### src/rtl/alu16_pkg.sv
// Shared opcode encoding and cost table for the overflow ALU.
// Assumes a 4-bit opcode field; codes not listed are treated as no-operation.
package alu16_pkg;

    typedef enum logic [3:0] {
        OP_NOP = 4'h0,
        OP_CPY = 4'h1,
        OP_ADD = 4'h2,
        OP_SUB = 4'h3,
        OP_MUL = 4'h4,
        OP_DIV = 4'h5,
        OP_MOD = 4'h6,
        OP_SHL = 4'h7,
        OP_SHR = 4'h8,
        OP_AND = 4'h9,
        OP_IOR = 4'hA,
        OP_XOR = 4'hB
    } alu_op_e;

    // Cycle cost for an opcode (0 for unused codes).
    function automatic logic [1:0] cost_of(input logic [3:0] op);
        case (op)
            OP_CPY, OP_AND, OP_IOR, OP_XOR:         cost_of = 2'd1;
            OP_ADD, OP_SUB, OP_MUL, OP_SHL, OP_SHR: cost_of = 2'd2;
            OP_DIV, OP_MOD:                         cost_of = 2'd3;
            default:                                cost_of = 2'd0;
        endcase
    endfunction

endpackage

### src/rtl/alu_arith.sv
// Add, subtract and multiply with their overflow words.
// Purely combinational; assumes unsigned W-bit operands.
module alu_arith #(
    parameter int W = 16
) (
    input  logic [W-1:0] a,
    input  logic [W-1:0] b,
    output logic [W-1:0] add_res,
    output logic [W-1:0] add_ovf,
    output logic [W-1:0] sub_res,
    output logic [W-1:0] sub_ovf,
    output logic [W-1:0] mul_res,
    output logic [W-1:0] mul_ovf
);
    localparam int WW = 2 * W;

    logic [W:0]    sum;
    logic [W:0]    diff;
    logic [WW-1:0] prod;

    // Form the wide sum, difference and product, then split them.
    always_comb begin
        sum     = {1'b0, a} + {1'b0, b};
        diff    = {1'b0, a} - {1'b0, b};
        prod    = {{W{1'b0}}, a} * {{W{1'b0}}, b};
        add_res = sum[W-1:0];
        add_ovf = {{(W-1){1'b0}}, sum[W]};
        sub_res = diff[W-1:0];
        sub_ovf = {W{diff[W]}};
        mul_res = prod[W-1:0];
        mul_ovf = prod[WW-1:W];
    end
endmodule

### src/rtl/alu_divmod.sv
// Divide (with fractional overflow word) and modulo; zero divisor yields zeros.
// Purely combinational; the fraction uses the original dividend.
module alu_divmod #(
    parameter int W = 16
) (
    input  logic [W-1:0] a,
    input  logic [W-1:0] b,
    output logic [W-1:0] div_res,
    output logic [W-1:0] div_ovf,
    output logic [W-1:0] mod_res
);
    localparam int WW = 2 * W;

    logic [WW-1:0] frac_q;
    logic          zero_div;

    // Quotient, scaled quotient and remainder, guarded against b == 0.
    always_comb begin
        zero_div = (b == '0);
        frac_q   = '0;
        div_res  = '0;
        div_ovf  = '0;
        mod_res  = '0;
        if (!zero_div) begin
            frac_q  = {a, {W{1'b0}}} / {{W{1'b0}}, b};
            div_res = a / b;
            div_ovf = frac_q[W-1:0];
            mod_res = a % b;
        end
    end
endmodule

### src/rtl/alu_shift.sv
// Left and right logical shifts through a double-width window; the part
// shifted out of the word becomes the overflow word. Any shift amount is legal.
module alu_shift #(
    parameter int W = 16
) (
    input  logic [W-1:0] a,
    input  logic [W-1:0] b,
    output logic [W-1:0] shl_res,
    output logic [W-1:0] shl_ovf,
    output logic [W-1:0] shr_res,
    output logic [W-1:0] shr_ovf
);
    localparam int WW = 2 * W;

    logic [WW-1:0] lwin;
    logic [WW-1:0] rwin;

    // Shift a zero-extended / zero-appended copy of a, then split halves.
    always_comb begin
        lwin    = {{W{1'b0}}, a} << b;
        rwin    = {a, {W{1'b0}}} >> b;
        shl_res = lwin[W-1:0];
        shl_ovf = lwin[WW-1:W];
        shr_res = rwin[WW-1:W];
        shr_ovf = rwin[W-1:0];
    end
endmodule

### src/rtl/alu16_ovf_core.sv
// Registered two-operand ALU with an internal overflow (O) register.
// Selects one operation per cycle from op_i; results appear after one edge.
// Assumes operands are known every cycle after reset; no valid qualifier.
module alu16_ovf_core
    import alu16_pkg::*;
#(
    parameter int W = 16
) (
    input  logic         clk,
    input  logic         rst_n,
    input  logic [3:0]   op_i,
    input  logic [W-1:0] a_i,
    input  logic [W-1:0] b_i,
    output logic [W-1:0] res_o,
    output logic [W-1:0] ovf_o,
    output logic         ovf_we_o,
    output logic [1:0]   cost_o
);
    logic [W-1:0] add_r, add_v, sub_r, sub_v, mul_r, mul_v;
    logic [W-1:0] div_r, div_v, mod_r;
    logic [W-1:0] shl_r, shl_v, shr_r, shr_v;

    logic [W-1:0] nxt_res;
    logic [W-1:0] nxt_ovf;
    logic         nxt_we;

    logic [W-1:0] res_q;
    logic [W-1:0] ovf_q;
    logic         we_q;
    logic [1:0]   cost_q;

    alu_arith #(.W(W)) u_arith (
        .a(a_i), .b(b_i),
        .add_res(add_r), .add_ovf(add_v),
        .sub_res(sub_r), .sub_ovf(sub_v),
        .mul_res(mul_r), .mul_ovf(mul_v)
    );

    alu_divmod #(.W(W)) u_divmod (
        .a(a_i), .b(b_i),
        .div_res(div_r), .div_ovf(div_v), .mod_res(mod_r)
    );

    alu_shift #(.W(W)) u_shift (
        .a(a_i), .b(b_i),
        .shl_res(shl_r), .shl_ovf(shl_v),
        .shr_res(shr_r), .shr_ovf(shr_v)
    );

    // Pick the result, O value and O write-enable for the current opcode.
    always_comb begin
        nxt_res = a_i;
        nxt_ovf = '0;
        nxt_we  = 1'b0;
        case (op_i)
            OP_CPY: nxt_res = b_i;
            OP_ADD: begin nxt_res = add_r; nxt_ovf = add_v; nxt_we = 1'b1; end
            OP_SUB: begin nxt_res = sub_r; nxt_ovf = sub_v; nxt_we = 1'b1; end
            OP_MUL: begin nxt_res = mul_r; nxt_ovf = mul_v; nxt_we = 1'b1; end
            OP_DIV: begin nxt_res = div_r; nxt_ovf = div_v; nxt_we = 1'b1; end
            OP_MOD: nxt_res = mod_r;
            OP_SHL: begin nxt_res = shl_r; nxt_ovf = shl_v; nxt_we = 1'b1; end
            OP_SHR: begin nxt_res = shr_r; nxt_ovf = shr_v; nxt_we = 1'b1; end
            OP_AND: nxt_res = a_i & b_i;
            OP_IOR: nxt_res = a_i | b_i;
            OP_XOR: nxt_res = a_i ^ b_i;
            default: nxt_res = a_i;
        endcase
    end

    // Output stage and O register with synchronous active-low reset.
    always_ff @(posedge clk) begin
        if (!rst_n) begin
            res_q  <= '0;
            ovf_q  <= '0;
            we_q   <= 1'b0;
            cost_q <= 2'd0;
        end else begin
            res_q  <= nxt_res;
            we_q   <= nxt_we;
            cost_q <= cost_of(op_i);
            if (nxt_we) begin
                ovf_q <= nxt_ovf;
            end
        end
    end

    assign res_o    = res_q;
    assign ovf_o    = ovf_q;
    assign ovf_we_o = we_q;
    assign cost_o   = cost_q;

    // copy returns b one edge later
    a_r1_copy_b: assert property (@(posedge clk) disable iff (!rst_n)
        (op_i == OP_CPY) |=> (res_o == $past(b_i)));

    // add loads O with 0 or 1 only
    a_r2_add_carry_flag: assert property (@(posedge clk) disable iff (!rst_n)
        (op_i == OP_ADD) |=> (ovf_o == '0 || ovf_o == W'(1)));

    // subtract loads O with all zeros or all ones
    a_r3_sub_borrow_flag: assert property (@(posedge clk) disable iff (!rst_n)
        (op_i == OP_SUB) |=> (ovf_o == '0 || ovf_o == '1));

    // zero divisor clears both result and O
    a_r5_div_zero: assert property (@(posedge clk) disable iff (!rst_n)
        (op_i == OP_DIV && b_i == '0) |=> (res_o == '0 && ovf_o == '0));

    // modulo leaves O alone
    a_r6_mod_keeps_ovf: assert property (@(posedge clk) disable iff (!rst_n)
        (op_i == OP_MOD) |=> ($stable(ovf_o) && !ovf_we_o));

    // bitwise operations never load O
    a_r9_logic_no_ovf: assert property (@(posedge clk) disable iff (!rst_n)
        (op_i == OP_AND || op_i == OP_IOR || op_i == OP_XOR) |=> ($stable(ovf_o) && !ovf_we_o));

    // unused opcodes pass a and cost nothing
    a_r10_unused_pass: assert property (@(posedge clk) disable iff (!rst_n)
        (op_i == 4'h0 || op_i >= 4'hC) |=> (res_o == $past(a_i) && cost_o == 2'd0 && !ovf_we_o));

    // O only moves when the write-enable reports a load
    a_r12_ovf_moves_with_we: assert property (@(posedge clk) disable iff (!rst_n)
        !ovf_we_o |-> (ovf_o == $past(ovf_o)));
endmodule

### config.mk
export PLATFORM = sky130hd
export DESIGN_NAME = alu16_ovf_core
export DESIGN_NICKNAME = d
export VERILOG_FILES = /design/src/rtl/alu16_pkg.sv /design/src/rtl/alu_arith.sv /design/src/rtl/alu_divmod.sv /design/src/rtl/alu_shift.sv /design/src/rtl/alu16_ovf_core.sv
export SDC_FILE = /design/constraint.sdc
export NUM_CORES = 2
export LEC_CHECK = 0
export ABC_AREA = 1
export BUFFER_PORTS_ARGS = -buffer_cell sky130_fd_sc_hd__buf_2
export CAP_MARGIN = 20
export CORE_MARGIN = 2
export CORE_UTILIZATION = 40
export CTS_CLUSTER_SIZE = 24
export DETAILED_ROUTE_END_ITERATION = 7
export PLACE_DENSITY = 0.59
export SETUP_SLACK_MARGIN = 0.4
export SYNTH_ARGS = -nofsm -noshare
export SYNTH_HDL_FRONTEND = slang
export SYNTH_SLANG_ARGS = --single-unit
### constraint.sdc
create_clock -name clk -period 96.7 [get_ports clk]
set_input_delay 19.34 -clock clk [delete_from_list [all_inputs] [get_ports clk]]
set_output_delay 19.34 -clock clk [all_outputs]
set_load 0.05 [all_outputs]
# Word-level counts from Yosys, hierarchy flattened
# Memory sizes are Yosys's and may differ from the RTL's. A register that Yosys moved wholly into a read port is not among the register bits.
# Index checks and enable logic that the tools add are counted.
# totals
ff_bits,33
latchBits,0
ramBits,0
mem_bits_ro,32
elab_cells,35
n_memories,1
# classes
addsub,2
n_mul,1
div,3
order_cmp,0
eq_ne,11
shift,2
mux,6
bitwise_logic,3
reduce_logical,3
# memory_table
memory,words,width,read_ports,rd_ports_with_merged_regs,wr,line_no,source
(name not given),16,2,1,1,0,alu16_pkg.sv:22,case (op)
# op_table
cell,count
$pmux W16 S11,1
$pmux W16 S6,1
$mux W16,3
$div A32 B16 Y32,1
$mul A16 B16 Y32,1
$shl A16 B16 Y32,1
$shr A32 B16 Y32,1
$add A16 B16 Y17,1
$sub A16 B16 Y17,1
$and A16 B16 Y16,1
$div A16 B16 Y16,1
$eq A4 B3 Y1 const B,4
$eq A4 B4 Y1 const B,4
$logic_not A16 Y1,1
$mod A16 B16 Y16,1
$or A16 B16 Y16,1
$xor A16 B16 Y16,1
$eq A4 B2 Y1 const B,2
$reduce_or A6 Y1,1
$eq A4 B1 Y1 const B,1
$logic_not A1 Y1,1
$mux W1,1

# Depth between registers and ports, before layout
# depth
word_depth,3
mapped_depth,553

# Cells and area by module
# Synthesis repeated with hierarchy kept, for this count alone.
# unflattened
cells_unflattened,8607
area_unflattened_um2,49901.6
# modules_own_cells
module,instances,cells_each,area_each_um2,seq_area_each_um2
alu_divmod,1,5442,31068.5,0.0
alu_arith,1,1700,11469.8,0.0
alu16_ovf_core,1,791,4396.7,700.7
alu_shift,1,674,2966.6,0.0

# Worst setup path before layout
# Ideal clock, no wire load.
# synth_path
kind,input port to flip-flop
startpoint,input port b_i[0]
endpoint,"register ovf_q[0], in the netlist ovf_o[0]"
setup_ns,0.130
arrival_time_ns,90.184
required_ns,96.570
slack_ns,6.386
path_stages,531
path_buffers,56
path_cell_list,clkbuf_1 inv_1 clkbuf_1 clkbuf_1 clkbuf_1 clkbuf_1 ha_1 inv_1 nor2_1 nand2_1 nor2_1 o21ai_1 nand3_1 nand2_1 inv_1 ha_1 inv_1 nor2_1 [... 495 more ...] nor2_4 nand2_2 nor2_4 nand2_4 buf_8 buf_6 nand3_1 nand2_1 ha_1 and3_1 a221oi_1 nand2_1 nand2_1 nand2_1 nand2_1 nand2_1 o21ai_1 a21oi_1
# synth_via
elab_chain_cells,3
# synth_rtl
item,line_no,source
start: declaration,alu16_ovf_core.sv:13,"input logic [W-1:0] b_i,"
$div A32 B16 Y32 or $logic_not A16 Y1 (tied branches),"alu_divmod.sv:25, alu_divmod.sv:19",
$mux W16,alu_divmod.sv:24,if (!zero_div) begin
$pmux W16 S6 *,alu16_ovf_core.sv:55,case (op_i)
end signal: assignment,alu16_ovf_core.sv:83,ovf_q <= nxt_ovf;
end: declaration,alu16_ovf_core.sv:28,logic [W-1:0] ovf_q;
# Mark *: on every way between the ends. The rest lies on a longest branch, timed or not.
# A chain may end at the register's enable or synchronous reset.

# Worst setup path in the final report
# layout_path
startpoint,input port b_i[15]
endpoint,"register ovf_q[0], in the netlist ovf_o[0]"
# The elaborated chain is that of the path after synthesis.

==> reports/qor.csv <==
stage;metric;value;unit
global_routing;use_met2;46.3;%
logic_synthesis;yosysMostFrequentCell;nand2_1;
logic_synthesis;synth_edf_count;0;
detailed_routing;ant_nets;0;
clock_network;clk_path_buf_depth;2;
timing;worstMarginPinSlew;1.08;ns
global_routing;grt_pass1_wl;249000;um
setup_path;start_kind;primary input;
global_routing;grtUsageMet3;3.41;%
placed_design;place_hpwl;126000;um
worst_hold_path;hold_depth;2;
setup_path;required;96.88;ns
floorplanning;die-area;114000;um^2
global_routing;grt_pass1_vias;44500;
worst_hold_path;holdPathEnd;ovf_o[11]$_SDFFE_PN0P_;
global_routing;grt_overflow;0;
floorplanning;die_w;338;um
setup_path;r2r_start;ovf_o[5]$_SDFFE_PN0P_;
timing;slew_headroom;27.3;%
setup_path;critPathCaptureType;flip-flop;
timing;min_period;88.19;ns
floorplanning;core_area;111000;um^2
logic_synthesis;synth_top_area_share;18.9;%
clock_network;numCtsBuffers;5;
logic_synthesis;ys.flop_type;dfxtp_1;
detailed_routing;drt-initial-drc-count;3333;
floorplanning;io_pins;73;
detailed_routing;drc;0;
setup_path;crit_top_cell;nand2_1;
setup_path;critPathArrivalTime;88.37;ns
timing;finalCritPeriodShare;91.2;%
placed_design;portBuffers;72;
timing;max_freq;0.0113;GHz
clock_network;clk_pin_slew;0.07;ns
global_routing;busiest_layer;met2;
layout;drive_gt1_share;8.13;%
setup_path;critical_path.max_stage_delay;0.41;ns
logic_synthesis;synth_cell_types;81;
global_routing;grt_use_met1;36.9;%
layout;fillers;12100;
clock_network;clkLatencyLatePin;0.31;ns
logic_synthesis;synthArstFlopShare;0;%
logic_synthesis;synthesis.nets;8152;
flow_run;maxCapViolCount;0;
logic_synthesis;ys_seq_elements;35;
floorplanning;start_util;40.3;%
clock_network;h-tree-depth;2;
setup_path;reg2reg_to;ovf_o[5]$_SDFFE_PN0P_;
worst_hold_path;hp-class;reg2reg;
logic_synthesis;synth.largest_area_cell;ha_1;
timing;fin_worst_skew;0;ns
timing;drv_slew;0;
worst_hold_path;hp-start;ovf_o[11]$_SDFFE_PN0P_;
setup_path;reg2reg_setup_slack;95.87;ns
floorplanning;dieHeight;338;um
clock_network;ctsRootBufferMaster;clkbuf_16;
global_routing;antenna_found_initial;1;
logic_synthesis;yosysWarnings;0;
detailed_routing;vias;47200;
layout;area_delta_synth_final;5.17;%
layout;fin_nets;8101;
detailed_routing;totalWireLength;160000;um
timing;rsz0062_at_grt;false;
setup_path;cp_max_fo;36;
setup_path;slowest_stage;nor4_2;
global_routing;grtUsageTotal;27.5;%
clock_network;cts_tree;yes;
logic_synthesis;synthTopCellsByArea;ha_1 (19%), nand2_1 (15%), fa_1 (8.9%);
floorplanning;rows;122;
outcome;outcome;completed;
detailed_routing;vias_per_cell;5.44;
setup_path;r2r_cells;2;
logic_synthesis;syn_area_per_cell;6.14;um^2
timing;final_hold_viol_count;0;
timing;fin_setup_tns;0;ns
clock_network;postCtsHoldBufs;0;
placed_design;gp_congestion;1.04;
setup_path;path_class;in2reg;
clock_network;clock-sinks;35;
logic_synthesis;syn_area;44500;um^2
detailed_routing;firstDrtPassIters;6;
detailed_routing;wl_per_cell;18.5;um
global_routing;grt_max_degree;73;
logic_synthesis;seq_area_frac_synth;1.57;%
logic_synthesis;netlist_instances;7243;
timing;setup_viol;0;
logic_synthesis;synth_common_cells;nand2_1 (1,761), inv_1 (1,004), ha_1 (673);
layout;diodes;0;
==> sequential cells by signal (all words and copies together), names as in the netlist <==
register / count
res_o: 16
ovf_o: 16
cost_o: 2
ovf_we_o: 1
==> logic make-up after synthesis <==
kind of cell | count (synthesis) | share of synthesized area [%]
and+or+nand+nor | 3057 | 30.5
AOI/OAI and AO/OA | 1501 | 19.4
buffers and inverters | 1339 | 11.9
adders and majority gates | 871 | 27.8
xor gates and xnor gates | 434 | 8.56
DFF | 35 | 1.57
muxes | 6 | 0.135
==> cell type report <==
type                       instances  area [um^2]  share of cell area (%)
clock buffer                       5          125                   0.267
clock inverter                     3         23.8                  0.0508
inverter                        1109         4240                    9.05
multi-input combinational       5876        38700                    82.8
sequential                        35          701                    1.50
tap                             1488         1860                    3.98
timing repair buffer             158         1080                    2.30
timing repair inverter             7         40.0                  0.0856
==> layer usage <==
layer | routed length, um | vias up | share of wire (%)
li1 | - | 23700 | -
met1 | 72900 | 21900 | 45
met2 | 72300 | 1334 | 45
met3 | 10200 | 220 | 6.3
met4 | 4950 | 0 | 3.1
met5 | 0 | - | 0
==> placed cells by master (no fill, tap or decap), types with 92 or more instances in the layout <==
| master | netlist | routed |
|---|---|---|
| o21ai_0 | 567 | 550 |
| o21ai_1 | 76 | 92 |
| a21oi_1 | 447 | 439 |
| nand2_1 | 1761 | 1761 |
| xor2_1 | 232 | 232 |
| ha_1 | 673 | 673 |
| nor2_1 | 473 | 471 |
| xnor2_1 | 201 | 201 |
| fa_1 | 198 | 198 |
| inv_1 | 1004 | 997 |
| nand3_1 | 371 | 367 |
==> worst max-delay path by stage <==
| stage | endpoint | slack [ns] | startpoint | cells past startpoint |
|---|---|---|---|---|
| after global routing | ovf_o[0]$_SDFFE_PN0P_ | 0.26 | b_i[15] | 485 |
| after floorplan | ovf_o[0]$_SDFFE_PN0P_ | 6.39 | b_i[0] | 531 |
| after CTS | ovf_o[0]$_SDFFE_PN0P_ | 2.32 | b_i[12] | 468 |
| after detailed placement | ovf_o[0]$_SDFFE_PN0P_ | 2.24 | b_i[12] | 468 |
| after global placement | ovf_o[0]$_SDFFE_PN0P_ | 4.71 | b_i[12] | 470 |
| final | ovf_o[0]$_SDFFE_PN0P_ | 8.51 | b_i[15] | 481 |
==> critical path: cells and delay by family <==
| kind | cells | cell delay, ns |
|---|---|---|
| AO/OA/AOI/OAI | 150 | 25.88 |
| XOR/XNOR | 1 | 0.15 |
| adder cells (fa/ha/maj) | 31 | 9.56 |
| buffers and inverters | 66 | 7.61 |
| AND/OR/NAND/NOR | 233 | 25.50 |
==> per-stage QoR <==
| stage | setup slack [ns] | util, % | area, um^2 | cells | hold slack [ns] |
|---|---|---|---|---|---|
| CTS | 2.32 | 41.8 | 46200 | 8640 | 0.553 |
| global route | 0.256 | 42.3 | 46800 | 8681 | 0.581 |
| finish | 8.51 | 42.3 | 46800 | 8681 | 0.555 |
| detailed placement | 2.24 | 41.7 | 46100 | 8632 | 0.543 |
| floorplan | 6.39 | - | 44500 | 7243 | 0.706 |
| global placement | 4.71 | 41.7 | 46100 | 8632 | 0.537 |
==> repair_timing <==
action / CTS / global route
setup buffers: 0 / 27
resized for setup: 0 / 86
endpoints found under the setup margin: 0 / 3
Power is not shown: default switching activity piles up to over one toggle a cycle in this logic, so the estimate is an artifact.
